`config.mk`:
```
export PLATFORM = sky130hd
export DESIGN_NAME = sleep_seq
export DESIGN_NICKNAME = d
export VERILOG_FILES = /design/src/rtl/sleep_seq.sv
export SDC_FILE = /design/constraint.sdc
export NUM_CORES = 1
export LEC_CHECK = 0
export ABC_AREA = 1
export BUFFER_PORTS_ARGS = -buffer_cell sky130_fd_sc_hd__buf_4
export CORE_ASPECT_RATIO = 1.25
export CORE_MARGIN = 2
export CORE_UTILIZATION = 57
export DETAILED_ROUTE_END_ITERATION = 7
export HOLD_SLACK_MARGIN = 0.03
export PLACE_DENSITY = 0.87
export SETUP_SLACK_MARGIN = 0.2
export SLEW_MARGIN = 20
export SYNTH_ARGS = -nofsm -noshare
export SYNTH_HDL_FRONTEND = slang
export SYNTH_SLANG_ARGS = --single-unit
```
`constraint.sdc`:
```
create_clock -name clk -period 1.9 [get_ports clk]
set_input_delay 0.38 -clock clk [delete_from_list [all_inputs] [get_ports clk]]
set_output_delay 0.38 -clock clk [all_outputs]
set_load 0.1 [all_outputs]
```
`src/rtl/sleep_seq.sv`:
```
module sleep_seq #(
  parameter int NUM_CPU    = 2,
  parameter int ENTRY_WAIT = 100,
  parameter int TRANS_LAT  = 10
) (
  input  logic               clk,
  input  logic               rst,
  input  logic               stop_req,
  input  logic               sleep_want,
  input  logic [NUM_CPU-1:0] sg_done,
  input  logic               snoop_pend,
  input  logic               irq_pend,
  input  logic               cpu_rst,
  output logic               slp_n,
  output logic               stpclk_n,
  output logic               bus_block,
  output logic [2:0]         state
);
  localparam int WW = (ENTRY_WAIT > 1) ? $clog2(ENTRY_WAIT) : 1;
  localparam int LW = (TRANS_LAT > 1) ? $clog2(TRANS_LAT) : 1;
  localparam logic [WW-1:0] W_LAST = WW'(ENTRY_WAIT - 1);
  localparam logic [LW-1:0] L_LAST = LW'(TRANS_LAT - 1);

  localparam logic [2:0] S_NORM = 3'd0;
  localparam logic [2:0] S_SG   = 3'd1;
  localparam logic [2:0] S_WAIT = 3'd2;
  localparam logic [2:0] S_ENT  = 3'd3;
  localparam logic [2:0] S_SLP  = 3'd4;
  localparam logic [2:0] S_EXIT = 3'd5;
  localparam logic [2:0] S_RES  = 3'd6;

  logic [2:0]         st;
  logic [NUM_CPU-1:0] seen;
  logic [WW-1:0]      wcnt;
  logic [LW-1:0]      lcnt;
  logic               wake_irq;

  wire wake     = snoop_pend | irq_pend;
  wire all_done = &(seen | sg_done);

  assign state     = st;
  assign bus_block = (st == S_ENT) || (st == S_EXIT);

  always_ff @(posedge clk) begin
    if (rst) begin
      st       <= S_NORM;
      slp_n    <= 1'b1;
      stpclk_n <= 1'b1;
      seen     <= '0;
      wcnt     <= '0;
      lcnt     <= '0;
      wake_irq <= 1'b0;
    end else begin
      case (st)
        S_NORM: begin
          seen <= '0;
          if (stop_req) begin
            st       <= S_SG;
            stpclk_n <= 1'b0;
          end
        end
        S_SG: begin
          seen <= seen | sg_done;
          if (!stop_req) begin
            st       <= S_NORM;
            stpclk_n <= 1'b1;
            seen     <= '0;
          end else if (all_done && sleep_want && !wake) begin
            st   <= S_WAIT;
            wcnt <= '0;
          end
        end
        S_WAIT: begin
          if (wake || !sleep_want || !stop_req) begin
            st   <= S_SG;
            seen <= '0;
          end else if (wcnt == W_LAST) begin
            st    <= S_ENT;
            slp_n <= 1'b0;
            lcnt  <= '0;
          end else begin
            wcnt <= wcnt + 1'b1;
          end
        end
        S_ENT: begin
          if (lcnt == L_LAST) st <= S_SLP;
          else                lcnt <= lcnt + 1'b1;
        end
        S_SLP: begin
          if (cpu_rst) begin
            st       <= S_NORM;
            slp_n    <= 1'b1;
            stpclk_n <= 1'b1;
            seen     <= '0;
          end else if (wake || !sleep_want) begin
            st       <= S_EXIT;
            slp_n    <= 1'b1;
            lcnt     <= '0;
            wake_irq <= irq_pend;
          end
        end
        S_EXIT: begin
          if (lcnt == L_LAST) st <= S_RES;
          else                lcnt <= lcnt + 1'b1;
        end
        S_RES: begin
          wake_irq <= 1'b0;
          if (wake_irq) begin
            st       <= S_NORM;
            stpclk_n <= 1'b1;
          end else begin
            st   <= S_SG;
            seen <= '0;
          end
        end
        default: st <= S_NORM;
      endcase
    end
  end
endmodule

```
After elaboration in Yosys (flattened, before gate mapping)
Index checks and enable logic that the tools add are counted.
{ "classes": {"muxes": 40, "n_eq_ne": 27, "reduce_logical": 24, "add_sub_neg": 2, "bitwise": 2} }
{ "ops": {"columns": ["op", "n"], "rows": [
  ["2-to-1 mux 7 bit", 4],
  ["inequality test 2 bit, second input constant", 14],
  ["2-to-1 mux 3 bit", 9],
  ["one-hot mux 3 bit (7 select lines)", 1],
  ["2-to-1 mux 4 bit", 5],
  ["one-hot mux 7 bit (2 select lines)", 1],
  ["one-hot mux 4 bit (3 select lines)", 1],
  ["AND reduction 6 bit", 2],
  ["2-to-1 mux 1 bit", 11],
  ["one-hot mux 2 bit (5 select lines)", 1],
  ["AND reduction 5 bit", 2],
  ["equality test 3 bit, second input constant", 3],
  ["inequality test 3 bit, second input constant", 3],
  ["2-to-1 mux 2 bit", 4],
  ["AND reduction 4 bit", 2],
  ["adder 7 x 1 -> 7 bit, second input constant", 1],
  ["equality test 7 bit, second input constant", 1],
  ["equality test 3 x 2 -> 1 bit, second input constant", 2],
  ["nonzero test 2 bit", 3],
  ["nonzero test 5 bit", 1],
  ["adder 4 x 1 -> 4 bit, second input constant", 1],
  ["equality test 4 bit, second input constant", 1],
  ["inequality test 2 x 1 -> 1 bit, second input constant", 2],
  ["one-hot mux 1 bit (2 select lines)", 2],
  ["13 further kinds", 18]
]} }
{ "totals": {"register_bits": 19, "output_inout_bits": 6, "elab_cells": 102, "input_bits": 9} }

Depth between registers and ports, before layout
Gate-level depths: netlist (run 1).
{ "logic_depth": {"depth_word": 7, "ltp_mapped": 11, "mapped_depth_nobuf": 11} }

Worst setup path after synthesis (run 1)
Ideal clock, no wire load.
{ "synth_path": {"path_kind": "flip-flop to flip-flop", "startpoint": "register st[1] (netlist: state[1])", "endpoint": "register st[0] (netlist: state[0])", "n_path_buf": 1, "t_required_ns": 1.783, "setup_ns": 0.117, "period_less_slack_ns": 2.727, "arrival_ns": 2.609, "slack_ns": -0.827, "path_stages_with_launch": 11, "cell_sequence": "dfxtp_1 > buf_4 > inv_1 > nand3_1 > nand2_1 > nand2_1 > nand3_1 > nor2_2 > nand2_1 > nand2_1 > nor2_1"} }
{ "synth_via": {"elab_chain_len": 3, "word_cells_on_any_way": 15, "classes_between": "eq/ne: 12; mux: 1; reduce/logical: 2"} }
{ "synth_lines": {"columns": ["element", "line", "source"], "rows": [
  ["from (decl)", "32", "logic [2:0] st;"],
  ["from (signal assigned)", "46", "st <= S_NORM;"],
  ["from (signal assigned)", "58", "st <= S_SG;"],
  ["from (signal assigned)", "65", "st <= S_NORM;"],
  ["equality test 3 x 2 -> 1 bit (tied with other cells)", "54", "case (st)"],
  ["inequality test 3 bit (no source line) (tied with other cells)", null, null],
  ["AND reduction 6 bit (no source line)", null, null]
]} }
Parallel ways exist; a longest one is shown, timed or not.
A chain may end at the register's enable or synchronous reset.

Worst setup path after layout (run 1)
{ "layout_path": {"startpoint": "register st[2] (netlist: state[2])", "endpoint": "output port bus_block"} }
{ "layout_via": {"elab_chain_len": 2, "word_cells_on_any_way": 3, "classes_between": "eq/ne: 2; reduce/logical: 1"} }
{ "layout_lines": {"columns": ["element", "line", "source"], "rows": [
  ["equality test 3 x 2 -> 1 bit or equality test 3 bit (tied branches)", "42", "assign bus_block = (st == S_ENT) || (st == S_EXIT);"],
  ["logical OR 1 bit (*)", "42", null],
  ["to (decl)", "16", "output logic bus_block,"]
]} }
Mark *: on every way between the ends. The rest lies on a longest branch, timed or not.

==> flow_metrics.py, run 1 <==
metrics = {
    "hold_path": {
        "hold_path.startpoint": "rst",
        "holdPathEnd": "wcnt[5]",
        "min_path_cells": 2,
        "hp-class": "in2reg",
    },
    "placement": {
        "dp_hpwl_mm": 2.17,
        "io_buffers": 14,
        "gp_congestion": 0.905,
    },
    "pwr": {
        "internal-power_mw": 0.795,
        "total_power_mw": 1.63,
        "power.share.clock": 0.129,
        "ir_drop_mv": 0.695,
        "p_per_area_nw_per_um2": 1130,
        "p_seq_frac": 0.341,
        "cellLeakagePower_nw": 0.626,
        "power.switching_mw": 0.834,
        "swShare": 0.512,
        "power.share.combinational": 0.530,
    },
    "synthesis": {
        "synth_warnings": 0,
        "synth_ff_type": "dfxtp_1",
        "synth_compound_area_frac": 0.107,
        "ys_async_sr_fraction": 0,
        "synthSimpleGateAreaFrac": 0.444,
        "syn_inst": 198,
        "synth_top_family_by_area": "simple AND/OR/NAND/NOR gates",
        "synth_nets": 210,
        "synth_fa_ha_area_frac": 0.0301,
        "synth-edff-count": 0,
        "synth.distinct_cells": 29,
        "synth_seq_cells": 19,
        "ys_seq_area_frac": 0.305,
        "synthMuxAreaShare": 0,
        "synth_xor_area_frac": 0.0211,
        "syn_area_um2": 1250,
        "synth_area_per_cell_um2": 6.30,
    },
    "routing": {
        "wl_mm": 2.82,
        "vias_per_cell": 5.62,
        "drtAntennaViolNets": 0,
        "wl_per_cell_um": 11.9,
        "first_pass_iters": 4,
        "drt_iter0_markers": 29,
        "route.detailed.drc": 0,
        "vias": 1327,
    },
    "timing": {
        "slew_headroom": 0.821,
        "finClkSkew_ps": 5.73,
        "period_minus_slack_ps": 1630,
        "fmax_mhz": 614,
        "worst_pin_slew_ps": 267,
        "grt_setup_unrepaired": "false",
        "finalSetupViolCount": 0,
        "fin_setup_tns_ps": 0,
        "fin_crit_sh": 0.857,
        "slew_viol_final": 0,
        "final-hold-violation-count": 0,
    },
    "floorplanning": {
        "die_w_um": 45.8,
        "core_um2": 2030,
        "num_rows": 18,
        "die_h_um": 56.3,
        "ios": 15,
        "start_util": 0.615,
        "die_area_um2": 2580,
    },
    "clocking": {
        "cts.sinks": 19,
        "numCtsBuffers": 3,
        "cts_tree": "done",
        "clk_path_buf_depth": 2,
        "clock_latency_ps": 300,
        "clk_pin_slew_ps": 110,
        "cts-root-buf": "clkbuf_4",
        "htree_levels": 1,
    },
    "setup_path": {
        "end_kind": "primary output",
        "worstPathRequired_ps": 1520,
        "crit_family": "flip-flops",
        "worstPathCellList": "inv_4 > nand3_1 > nand2_4 > buf_6",
        "r2r_end": "lcnt[1]",
        "r2r_start": "wcnt[1]",
        "critPathLaunchType": "flop",
        "path_max_fanout": 11,
        "critPathBufInv": 2,
        "critPathKind": "reg2out",
        "r2r_slack_ps": 290,
        "rr_worst_depth": 8,
        "critPathMaxStageDelay_ps": 410,
        "crit_slowest_cell": "dfxtp_4",
        "arrival_ps": 1250,
    },
    "global_routing": {
        "grt_max_degree": 12,
        "grt_pass1_vias": 1190,
        "use_met1": 0.279,
        "antenna_found_initial": 0,
        "grtUsageTotal": 0.236,
        "gr-total-overflow": 0,
        "grt_pass1_wl_mm": 4.66,
        "gr-usage-met2": 0.389,
        "use_met3": 0.0193,
        "grt_busiest_layer": "met2",
    },
    "run_status": {
        "status": "completed",
    },
    "cells_and_area": {
        "diodes": 0,
        "syn2layout_area_growth_pct": 15.8,
        "layout.nets": 229,
        "drive_gt1_frac": 0.199,
    },
    "flow_run": {
        "maxCapViolCount": 0,
    },
}
[how the worst max path moves through the flow]
stage / startpoint / end / cells past startpoint
6_report: state[2] / bus_block / 4
5_1_grt: wcnt[1] / lcnt[1] / 8
4_1_cts: state[2] / bus_block / 4
3_5_place_dp: wcnt[0] / lcnt[1] / 8
3_3_place_gp: wcnt[0] / lcnt[1] / 8
2_1_floorplan: state[1] / state[0] / 10
[final cells by class]
class / instances / area [um^2]
flip-flops and latches: 19 / 393
multi-input cells: 152 / 777
fillers: 170 / 582
clock buffers: 4 / 26.3
well taps: 20 / 25.0
repair buffers: 17 / 131
inverters: 24 / 92.6
[layer usage]
| layer | vias up | wire length (um) |
|---|---|---|
| li1 | 675 | - |
| met1 | 591 | 1130 |
| met2 | 49 | 1450 |
| met3 | 12 | 121 |
| met4 | 0 | 111 |
| met5 | - | 0 |
[cells by family after synthesis]
family,Yosys count
flip-flops,19
adder cells (fa/ha/maj),3
AO/OA/AOI/OAI,25
AND/OR/NAND/NOR,121
XOR/XNOR,3
buffers and inverters,27
[placed cells by master (no fill, tap or decap), types with 5 or more instances in the layout]
master	instances
a21oi_1	13
nand3_1	22
nor2_2	5
nor2_1	28
buf_4	16
o21ai_0	7
inv_1	19
dfxtp_1	15
nand2_1	52
[synth_stat cells, types with 2 or more instances]
cell / number / area (um^2)
inv_1: 19 / 71.3
o21ai_0: 7 / 35.0
nand2_1: 53 / 199
o21ai_1: 2 / 10.0
nor3_1: 2 / 10.0
a21oi_1: 13 / 65.1
ha_1: 3 / 37.5
inv_2: 3 / 11.3
xor2_1: 2 / 17.5
nand2_4: 2 / 22.5
nor2_1: 28 / 105
dfxtp_1: 19 / 380
nand3_1: 23 / 115
nand2_2: 2 / 12.5
nor2_2: 6 / 37.5
[registers in the layout (all words and copies together), names as in the netlist]
name and flops:
slp_n 1, stpclk_n 1, wake_irq 1, lcnt 4, state 3, wcnt 7
seen 2
[power by group through the flow]
stage	clock (mW)	sequential [mW]	combinational, mW
2_1_floorplan	0	0.733	0.493
3_3_place_gp	0	0.557	0.790
3_5_place_dp	0	0.562	0.815
4_1_cts	0.213	0.553	0.818
5_1_grt	0.230	0.563	0.944
6_report	0.210	0.555	0.864
[metrics by stage]
step	hold WS [ps]	instances	utilization	setup slack, ps	cell area (um^2)
2_1_floorplan	440	198	-	205	1270
3_3_place_gp	449	229	0.678	326	1370
3_5_place_dp	460	229	0.678	290	1370
4_1_cts	324	233	0.691	211	1400
5_1_grt	333	236	0.713	197	1450
6_report	325	236	0.713	271	1450
[what timing repair did]
action	CTS	global route
buffers inserted	0	3
gates resized for setup	0	5
setup endpoints to repair	0	6
hold buffers	0	0
Power figures use the tool's default switching activity.
==> run 2: changes to the inputs <==
CORE_ASPECT_RATIO = 1.5   (was 1.25)
SLEW_MARGIN = 10   (was 20)
==> run 2 against run 1 <==
Count of clock-buffer cells in the layout decreased by 1; non-clock buffer count is 2 lower; cell area down 1.2%; power down 1.6%; combinational power decreased by 2.9%; sequential share of layout area increased by 0.33 points; critical endpoint unchanged; largest cell class unchanged; largest power group unchanged.
==> flow_metrics.py, run 2 (synthesis gave the netlist of run 1 again) <==
metrics = {
    "timing": {
        "fmax_mhz": 606,
        "slew_viol_final": 0,
        "slew_headroom": 0.808,
        "finClkSkew_ps": 11.1,
        "fin_ws_ps": 249,
        "fin_setup_tns_ps": 0,
        "final-hold-violation-count": 0,
        "fin_crit_sh": 0.869,
        "finalSetupViolCount": 0,
        "worst_pin_slew_ps": 285,
        "grt_setup_unrepaired": "false",
        "period_minus_slack_ps": 1650,
    },
    "pwr": {
        "p_per_area_nw_per_um2": 1120,
        "ir_drop_mv": 0.566,
        "cellLeakagePower_nw": 0.620,
        "total_power_mw": 1.60,
    },
    "clocking": {
        "clock_latency_ps": 290,
        "ctsHoldBuffers": 0,
        "numCtsBuffers": 3,
        "clk_path_buf_depth": 2,
        "cts_tree": "done",
        "cts-root-buf": "clkbuf_4",
        "cts.sinks": 19,
        "htree_levels": 1,
        "clk_pin_slew_ps": 120,
    },
    "hold_path": {
        "hp-class": "in2reg",
        "holdPathEnd": "wcnt[4]",
        "hold_path.startpoint": "rst",
        "min_path_cells": 2,
    },
    "routing": {
        "wl_mm": 2.85,
        "first_pass_iters": 4,
        "drtAntennaViolNets": 0,
        "drt_iter0_markers": 36,
        "vias": 1325,
        "vias_per_cell": 5.61,
        "route.detailed.drc": 0,
        "wl_per_cell_um": 12.1,
    },
    "setup_path": {
        "r2r_end": "lcnt[0]",
        "rr_worst_depth": 8,
        "path_max_fanout": 11,
        "worstPathRequired_ps": 1520,
        "end_kind": "primary output",
        "critPathLaunchType": "flop",
        "r2r_slack_ps": 350,
        "arrival_ps": 1270,
        "r2r_start": "wcnt[1]",
        "critPathKind": "reg2out",
    },
    "cells_and_area": {
        "layout.nets": 227,
        "drive_gt1_frac": 0.196,
        "mostFrequentLayoutCell": "nand2_1",
        "top_register": "wcnt",
        "diodes": 0,
        "syn2layout_area_growth_pct": 14.4,
        "final_cell_mix": "nand2_1, nor2_1, nand3_1, inv_1, dfxtp_1",
        "largest_reg_flops": 7,
    },
    "floorplanning": {
        "die_area_um2": 2590,
        "start_util": 0.608,
        "num_rows": 20,
        "die_h_um": 61.3,
        "die_w_um": 42.2,
        "ios": 15,
        "core_um2": 2050,
    },
    "placement": {
        "io_buffers": 14,
        "gp_congestion": 0.871,
        "dp_hpwl_mm": 2.25,
        "pre_cts_ws_ps": 290,
    },
    "run_status": {
        "status": "completed",
    },
    "global_routing": {
        "grt_max_degree": 12,
        "grt_pass1_wl_mm": 4.86,
        "grt_pass1_vias": 1253,
        "gr-total-overflow": 0,
        "antenna_found_initial": 0,
        "grtUsageTotal": 0.240,
    },
    "flow_run": {
        "maxCapViolCount": 0,
    },
}
run 2: report_power, final:
part	internal [mW]	switching (mW)	leakage [nW]
Sequential	0.465	0.0934	0.157
Clock	0.0782	0.126	0.0177
Combinational	0.232	0.607	0.445
run 2: critical path, cell delays in order (launching register included):
cell	delay (ps)
dfxtp_4	410
inv_4	100
nand3_1	120
nand2_4	120
buf_6	220
run 2: cell type report:
| type | count | area [um^2] |
|---|---|---|
| Clock buffer | 3 | 22.5 |
| Clock inverter | 1 | 5.00 |
| Fill cell | 182 | 624 |
| Inverter | 24 | 92.6 |
| Multi-Input combinational cell | 152 | 771 |
| Sequential cell | 19 | 393 |
| Tap cell | 22 | 27.5 |
| Timing Repair Buffer | 15 | 116 |
run 2: what timing repair did:
item,4_1_cts,5_1_grt
gates resized for setup,0,4
endpoints found under the setup margin,0,3
setup buffers,0,1
run 2: routing by layer:
layer  up-vias  routed length [um]  share of wire  global-route usage
li1        664                   -              -                   -
met5         -                   0              0                   0
met4         0                  82          0.029               0.138
met1       616                1100           0.39               0.250
met2        32                1570           0.55               0.464
met3        13                  95          0.033              0.0293
run 2: through the flow:
| step | instances | cell area [um^2] | utilization | hold WS (ps) |
|---|---|---|---|---|
| finish | 236 | 1430 | 0.696 | 324 |
| global route | 236 | 1430 | 0.696 | 318 |
| CTS | 235 | 1400 | 0.684 | 326 |
| detailed placement | 231 | 1380 | 0.671 | 464 |
| global placement | 231 | 1380 | 0.671 | 449 |
| floorplan | 198 | 1270 | - | 440 |
run 2: how the worst max path moves through the flow:
stage              from        end  slack [ps]  cells past startpoint
6_report       state[2]  bus_block         250                      4
3_5_place_dp    wcnt[0]    lcnt[0]         290                      8
3_3_place_gp    wcnt[0]    lcnt[1]         330                      8
5_1_grt         wcnt[1]   state[1]         210                     10
4_1_cts        state[2]  bus_block         200                      4
2_1_floorplan  state[1]   state[0]         200                     10
